$ cat config.mk
export PLATFORM = sky130hd
export DESIGN_NAME = nb_divider
export DESIGN_NICKNAME = d
export VERILOG_FILES = /design/src/rtl/div_pkg.sv /design/src/rtl/div_iter.sv /design/src/rtl/div_track.sv /design/src/rtl/div_wb.sv /design/src/rtl/nb_divider.sv
export SDC_FILE = /design/constraint.sdc
export NUM_CORES = 1
export LEC_CHECK = 0
export ABC_AREA = 1
export ABC_CLOCK_PERIOD_IN_PS = 2350
export BUFFER_PORTS_ARGS = -buffer_cell sky130_fd_sc_hd__buf_2
export CAP_MARGIN = 25
export CORE_MARGIN = 5
export CORE_UTILIZATION = 56
export DETAILED_ROUTE_END_ITERATION = 12
export PLACE_DENSITY = 0.79
export SYNTH_ARGS = -nofsm -noshare
export SYNTH_HDL_FRONTEND = slang
export SYNTH_SLANG_ARGS = --single-unit
$ cat constraint.sdc
create_clock -name clk -period 2.35 [get_ports clk]
set_clock_uncertainty 0.2 [all_clocks]
set_input_delay 0.1175 -clock clk [delete_from_list [all_inputs] [get_ports clk]]
set_output_delay 0.1175 -clock clk [all_outputs]
set_load 0.01 [all_outputs]
$ cat src/rtl/div_pkg.sv
package div_pkg;

  typedef enum logic [1:0] {
    OP_DIV  = 2'b00,
    OP_DIVU = 2'b01,
    OP_REM  = 2'b10,
    OP_REMU = 2'b11
  } div_op_e;

  typedef enum logic [1:0] {
    ST_IDLE = 2'b00,
    ST_RUN  = 2'b01,
    ST_FIX  = 2'b10
  } div_state_e;

  function automatic logic op_is_signed(input div_op_e op);
    return ~op[0];
  endfunction

  function automatic logic op_wants_rem(input div_op_e op);
    return op[1];
  endfunction

endpackage

$ cat src/rtl/div_iter.sv
module div_iter
  import div_pkg::*;
#(
  parameter int W = 32
) (
  input  logic         clk,
  input  logic         rst_n,
  input  logic         start,
  input  logic         abort,
  input  div_op_e      op,
  input  logic [W-1:0] opa,
  input  logic [W-1:0] opb,
  output logic         done,
  output logic [W-1:0] result
);

  localparam int CW = $clog2(W + 1);
  localparam logic [CW-1:0] LAST = CW'(W - 1);

  div_state_e   st_q, st_d;
  logic [CW-1:0] cnt_q, cnt_d;
  logic [W-1:0] rem_q, rem_d;
  logic [W-1:0] quo_q, quo_d;
  logic [W-1:0] dvs_q, dvs_d;
  logic [W-1:0] dvd_q, dvd_d;
  logic         negq_q, negq_d;
  logic         negr_q, negr_d;
  logic         zero_q, zero_d;
  logic         wrem_q, wrem_d;

  logic         sgn;
  logic [W-1:0] mag_a, mag_b;
  logic [W:0]   shifted, trial;
  logic [W-1:0] fix_q, fix_r;

  always_comb begin
    sgn     = op_is_signed(op);
    mag_a   = (sgn && opa[W-1]) ? (~opa + 1'b1) : opa;
    mag_b   = (sgn && opb[W-1]) ? (~opb + 1'b1) : opb;
    shifted = {rem_q, quo_q[W-1]};
    trial   = shifted - {1'b0, dvs_q};
  end

  always_comb begin
    st_d   = st_q;
    cnt_d  = cnt_q;
    rem_d  = rem_q;
    quo_d  = quo_q;
    dvs_d  = dvs_q;
    dvd_d  = dvd_q;
    negq_d = negq_q;
    negr_d = negr_q;
    zero_d = zero_q;
    wrem_d = wrem_q;
    if (start) begin
      st_d   = ST_RUN;
      cnt_d  = '0;
      rem_d  = '0;
      quo_d  = mag_a;
      dvs_d  = mag_b;
      dvd_d  = opa;
      negq_d = sgn & (opa[W-1] ^ opb[W-1]);
      negr_d = sgn & opa[W-1];
      zero_d = (opb == '0);
      wrem_d = op_wants_rem(op);
    end else if (abort) begin
      st_d = ST_IDLE;
    end else begin
      unique case (st_q)
        ST_RUN: begin
          if (!trial[W]) begin
            rem_d = trial[W-1:0];
            quo_d = {quo_q[W-2:0], 1'b1};
          end else begin
            rem_d = shifted[W-1:0];
            quo_d = {quo_q[W-2:0], 1'b0};
          end
          cnt_d = cnt_q + 1'b1;
          if (cnt_q == LAST) st_d = ST_FIX;
        end
        ST_FIX:  st_d = ST_IDLE;
        default: st_d = ST_IDLE;
      endcase
    end
  end

  always_comb begin
    fix_q = negq_q ? (~quo_q + 1'b1) : quo_q;
    fix_r = negr_q ? (~rem_q + 1'b1) : rem_q;
    if (zero_q) begin
      fix_q = '1;
      fix_r = dvd_q;
    end
    result = wrem_q ? fix_r : fix_q;
    done   = (st_q == ST_FIX);
  end

  always_ff @(posedge clk or negedge rst_n) begin
    if (!rst_n) begin
      st_q  <= ST_IDLE;
      cnt_q <= '0;
    end else begin
      st_q  <= st_d;
      cnt_q <= cnt_d;
    end
  end

  logic dp_en;
  assign dp_en = start | (st_q == ST_RUN);

  always_ff @(posedge clk or negedge rst_n) begin
    if (!rst_n) begin
      rem_q  <= '0;
      quo_q  <= '0;
      dvs_q  <= '0;
      dvd_q  <= '0;
      negq_q <= 1'b0;
      negr_q <= 1'b0;
      zero_q <= 1'b0;
      wrem_q <= 1'b0;
    end else if (dp_en) begin
      rem_q  <= rem_d;
      quo_q  <= quo_d;
      dvs_q  <= dvs_d;
      dvd_q  <= dvd_d;
      negq_q <= negq_d;
      negr_q <= negr_d;
      zero_q <= zero_d;
      wrem_q <= wrem_d;
    end
  end

endmodule

$ cat src/rtl/div_track.sv
module div_track #(
  parameter int RW = 5
) (
  input  logic          clk,
  input  logic          rst_n,
  input  logic          issue_valid,
  input  logic [RW-1:0] issue_rd,
  input  logic          rs1_en,
  input  logic [RW-1:0] rs1,
  input  logic          rs2_en,
  input  logic [RW-1:0] rs2,
  input  logic          wr_en,
  input  logic [RW-1:0] wr_rd,
  input  logic          wb_fire,
  output logic          accept,
  output logic          cancel,
  output logic          stall,
  output logic          pending,
  output logic [RW-1:0] pend_rd
);

  logic          pend_q, pend_d;
  logic [RW-1:0] rd_q;
  logic          rd_hit, free, live;

  always_comb begin
    rd_hit = pend_q & ((rs1_en & (rs1 == rd_q)) | (rs2_en & (rs2 == rd_q)));
    free   = ~pend_q | wb_fire;
    live   = issue_valid & (issue_rd != '0);
    accept = live & free;
    cancel = pend_q & wr_en & ~rd_hit & (wr_rd == rd_q);
    stall  = rd_hit | (live & ~free);
    pend_d = pend_q;
    if (accept)                  pend_d = 1'b1;
    else if (cancel || wb_fire)  pend_d = 1'b0;
  end

  always_ff @(posedge clk or negedge rst_n) begin
    if (!rst_n) pend_q <= 1'b0;
    else        pend_q <= pend_d;
  end

  always_ff @(posedge clk or negedge rst_n) begin
    if (!rst_n)      rd_q <= '0;
    else if (accept) rd_q <= issue_rd;
  end

  assign pending = pend_q;
  assign pend_rd = rd_q;

endmodule

$ cat src/rtl/div_wb.sv
module div_wb #(
  parameter int W  = 32,
  parameter int RW = 5
) (
  input  logic          clk,
  input  logic          rst_n,
  input  logic          done,
  input  logic [W-1:0]  result,
  input  logic [RW-1:0] pend_rd,
  input  logic          cancel,
  input  logic          wb_ready,
  output logic          wb_valid,
  output logic [W-1:0]  wb_data,
  output logic [RW-1:0] wb_rd,
  output logic          wb_fire
);

  logic          vld_q, vld_d;
  logic [W-1:0]  data_q;
  logic [RW-1:0] rd_q;
  logic          load;

  always_comb begin
    wb_valid = vld_q & ~cancel;
    wb_fire  = wb_valid & wb_ready;
    load     = done & ~cancel;
    vld_d    = vld_q;
    if (load)                  vld_d = 1'b1;
    else if (wb_fire || cancel) vld_d = 1'b0;
  end

  always_ff @(posedge clk or negedge rst_n) begin
    if (!rst_n) vld_q <= 1'b0;
    else        vld_q <= vld_d;
  end

  always_ff @(posedge clk or negedge rst_n) begin
    if (!rst_n) begin
      data_q <= '0;
      rd_q   <= '0;
    end else if (load) begin
      data_q <= result;
      rd_q   <= pend_rd;
    end
  end

  assign wb_data = data_q;
  assign wb_rd   = rd_q;

endmodule

$ cat src/rtl/nb_divider.sv
module nb_divider
  import div_pkg::*;
#(
  parameter int W  = 32,
  parameter int RW = 5
) (
  input  logic          clk,
  input  logic          rst_n,
  input  logic          issue_valid,
  input  logic [1:0]    issue_op,
  input  logic [RW-1:0] issue_rd,
  input  logic [W-1:0]  issue_a,
  input  logic [W-1:0]  issue_b,
  input  logic          rs1_en,
  input  logic [RW-1:0] rs1,
  input  logic          rs2_en,
  input  logic [RW-1:0] rs2,
  input  logic          wr_en,
  input  logic [RW-1:0] wr_rd,
  output logic          stall,
  output logic          wb_valid,
  input  logic          wb_ready,
  output logic [RW-1:0] wb_rd,
  output logic [W-1:0]  wb_data
);

  logic          accept, cancel, pending, wb_fire, done;
  logic [RW-1:0] pend_rd;
  logic [W-1:0]  result;

  div_track #(.RW(RW)) u_track (
    .clk, .rst_n, .issue_valid, .issue_rd,
    .rs1_en, .rs1, .rs2_en, .rs2, .wr_en, .wr_rd,
    .wb_fire, .accept, .cancel, .stall, .pending, .pend_rd
  );

  div_iter #(.W(W)) u_iter (
    .clk, .rst_n,
    .start (accept),
    .abort (cancel),
    .op    (div_op_e'(issue_op)),
    .opa   (issue_a),
    .opb   (issue_b),
    .done,
    .result
  );

  div_wb #(.W(W), .RW(RW)) u_wb (
    .clk, .rst_n, .done, .result, .pend_rd, .cancel,
    .wb_ready, .wb_valid, .wb_data, .wb_rd, .wb_fire
  );

endmodule

==> impl_metrics.ini <==
[run_status]
outcome = finished with violations
violations = setup timing

[finish]
mostFrequentLayoutCells = nand2_1 (690), inv_1 (311), nand3_1 (249)
antenna_cells = 0
drive_gt1_share_pct = 23.3
nNetsFinal = 2979
syn_to_final_growth_pct = 40.6
final_area_um2 = 20900
fillers = 1821
postLayoutCoreUtil_pct = 80.0
final_common_cell = nand2_1

[power]
power_frac_seq_pct = 17.5
power.switching_uw = 17400
p_sw_share_pct = 52.8
internal-power_uw = 15600
finalPower_uw = 33000
power_density_nw_per_um2 = 1580
comb_power_share_pct = 73.1
p_leak_uw = 0.0111
vdd_drop_max_mv = 0.786
clkPwrFrac_pct = 9.3

[sta]
worst_pin_slew_ns = 0.715
setup_violations = 129
setup_ws_ns = -0.332
setup_tns_ns = -13.13
finalHoldViolCount = 0
fmax_mhz = 373
rsz0062_at_grt = yes
final_max_slew_viol_count = 0
max-slew-margin-rel_pct = 51.9
period_share_pct = 114
period_minus_slack_ns = 2.68

[synthesis]
synth_cell_types = 41
ys.flop_type = dfrtp_1
synth_top_cell_area_share_pct = 31.0
synthesis.nets = 2558
synthTopCellsByArea = dfrtp_1 (31%), nand2_1 (19%), nand3_1 (10%)
async_flop_share_pct = 100
netlist_instances = 2427
postSynthAreaPerCell_um2 = 6.13
ys_seq_elements = 184
synth_edf_count = 0
syn_area_um2 = 14900
ys_warn_count = 0
seq_area_frac_synth_pct = 31.0
yosysTopAreaCell = dfrtp_1

[setup_path]
slowest_stage = o221ai_1
crit_type = reg2reg
path_delay_family = compound AO/OA/AOI/OAI gates
worst-path-buf-inv = 1
r2r_cells = 9
max_stage_delay_ns = 0.53
endpoint_kind = flop
crit_required_ns = 2.51
r2r_slack_ns = -0.33
cp_max_fo = 6
crit_chain = buf_4 > nor2_4 > nand3_1 > o21ai_0 > nor2_1 > o221ai_1 > o21ai_0 > nand2_1 > nand2_1
start_kind = flop
reg2reg_to = u_wb.wb_data[5]
r2r_start = u_iter.rem_q[4]
timing.critical_path.from = u_iter.rem_q[4]
worstPathArrival_ns = 2.84

[drt]
vias_per_cell = 6.10
dr.pass1.iters = 9
ant_nets = 0
wire_per_inst_um = 20.9
wl_um = 66700
drc = 0
dr.first_iter.drc_count = 3483
vias = 19500

[place]
post-place-ws_ns = -0.250
port_buffers = 131
hpwl_um = 43000
place.gp.congestion = 1.01
placed_area_um2 = 17500

[run]
cap_violations = 0

[worst_hold_path]
hp-class = in2async

[floorplan]
ioPinCount = 132
dieWidth_um = 173
die_area_um2 = 29900
coreArea_um2 = 26100
die_h_um = 173
rows = 59
start_util_pct = 56.9

[global_route]
antenna_found_initial = 0
grt_pass1_wl_um = 93400
overflow = 0
grt_pass1_vias = 17100
track_usage_pct = 38.7
grt_max_degree = 65

[cts]
cts_max_level = 4
cts.sinks = 184
cts_tree = yes
clock_path_buffers = 2
cts-root-buf = clkbuf_16
cts-buffers-inserted = 17
clk_pin_slew_ns = 0.09
worstSkewPairLatency_ns = 0.46
[flip-flops by register name, indices dropped and copies added, names as in the netlist]
register,cells
u_wb.wb_data,32
u_iter.zero_q,1
u_iter.rem_q,32
u_wb.wb_rd,5
u_iter.negq_q,1
u_iter.cnt_q,6
u_track.pending,1
u_track.pend_rd,5
u_iter.dvs_q,32
u_iter.dvd_q,32
u_iter.quo_q,32
u_iter.negr_q,1
u_wb.vld_q,1
u_iter.st_q,2
u_iter.wrem_q,1
[per-stage QoR]
step	cells	hold slack, ns
3_5_place_dp	3028	-0.0272
5_1_grt	3196	0.0829
3_3_place_gp	3028	-0.0274
4_1_cts	3156	0.0705
2_1_floorplan	2427	-0.378
6_report	3196	0.0484
[power by group through the flow]
stage,Combinational [µW],Sequential [µW],Clock (µW)
2_1_floorplan,11400,5360,0
6_report,24200,5790,3080
4_1_cts,20500,5560,3030
5_1_grt,25700,5800,3200
3_5_place_dp,18600,5600,0
3_3_place_gp,18200,5550,0
[layer usage]
metal / part of all wire (%) / global-route usage, % / vias to the layer above
li1: - / - / 8655
met1: 38 / 54.7 / 8923
met2: 42 / 58.8 / 1565
met3: 14 / 8.97 / 364
met4: 6.3 / 13.3 / 0
met5: 0 / 0 / -
[cell usage after synthesis (3+ instances only)]
master and n:
inv_1 318, o211ai_1 11, clkbuf_1 47, o221ai_1 8, inv_2 6, a31oi_1 13, buf_4 8, a21oi_1 58
o21ai_0 174, nand2_2 4, or2_2 4, dfrtp_1 184, ha_1 37, nor4_1 5, nand4_1 61, nand3_1 301
o21ai_1 6, xor2_1 39, nor3_1 30, and2_1 5, nand3b_1 9, clkinv_1 4, xnor2_1 19, o31ai_1 5
a21o_1 3, buf_1 13, nand2_1 765, nor2_1 250, buf_2 25
[worst max path at each step]
stage / to / slack [ns] / cells after the start
after CTS: u_iter.rem_q[19] / -0.11 / 17
after floorplan: u_iter.rem_q[12] / -0.02 / 18
after global routing: u_wb.wb_data[5] / -0.38 / 9
after detailed placement: u_iter.rem_q[25] / -0.25 / 16
after global placement: u_iter.rem_q[20] / -0.18 / 18
final: u_wb.wb_data[5] / -0.33 / 9
[cells by family (layout without fill, tap and decap cells)]
kind of cell,Yosys count,in the layout,share of synthesized area [%]
buf+inv,421,849,11.0
flops,184,184,31.0
fa+ha+maj,38,38,3.25
compound gates,287,287,10.5
simple gates,1439,1445,40.9
xor+xnor,58,58,3.42
[area by class of cell]
cell class                      count  area (µm²)  share of cell area (%)
Multi-Input combinational cell   1828        9710                    46.5
Sequential cell                   184        4600                    22.0
Timing Repair Buffer              488        4290                    20.5
Inverter                          328        1240                    5.94
Clock buffer                       17         425                    2.04
Tap cell                          335         419                    2.01
Clock inverter                     15         190                   0.910
Timing Repair inverter              1        7.51                  0.0359
[what timing repair did]
action	CTS	global route
endpoints found under the hold margin	260	0
cloned	8	18
gates resized for setup	72	269
pin swaps	11	66
endpoints found under the setup margin	112	168
setup buffers	15	24
hold buffers	73	0
Power figures use the tool's default switching activity.
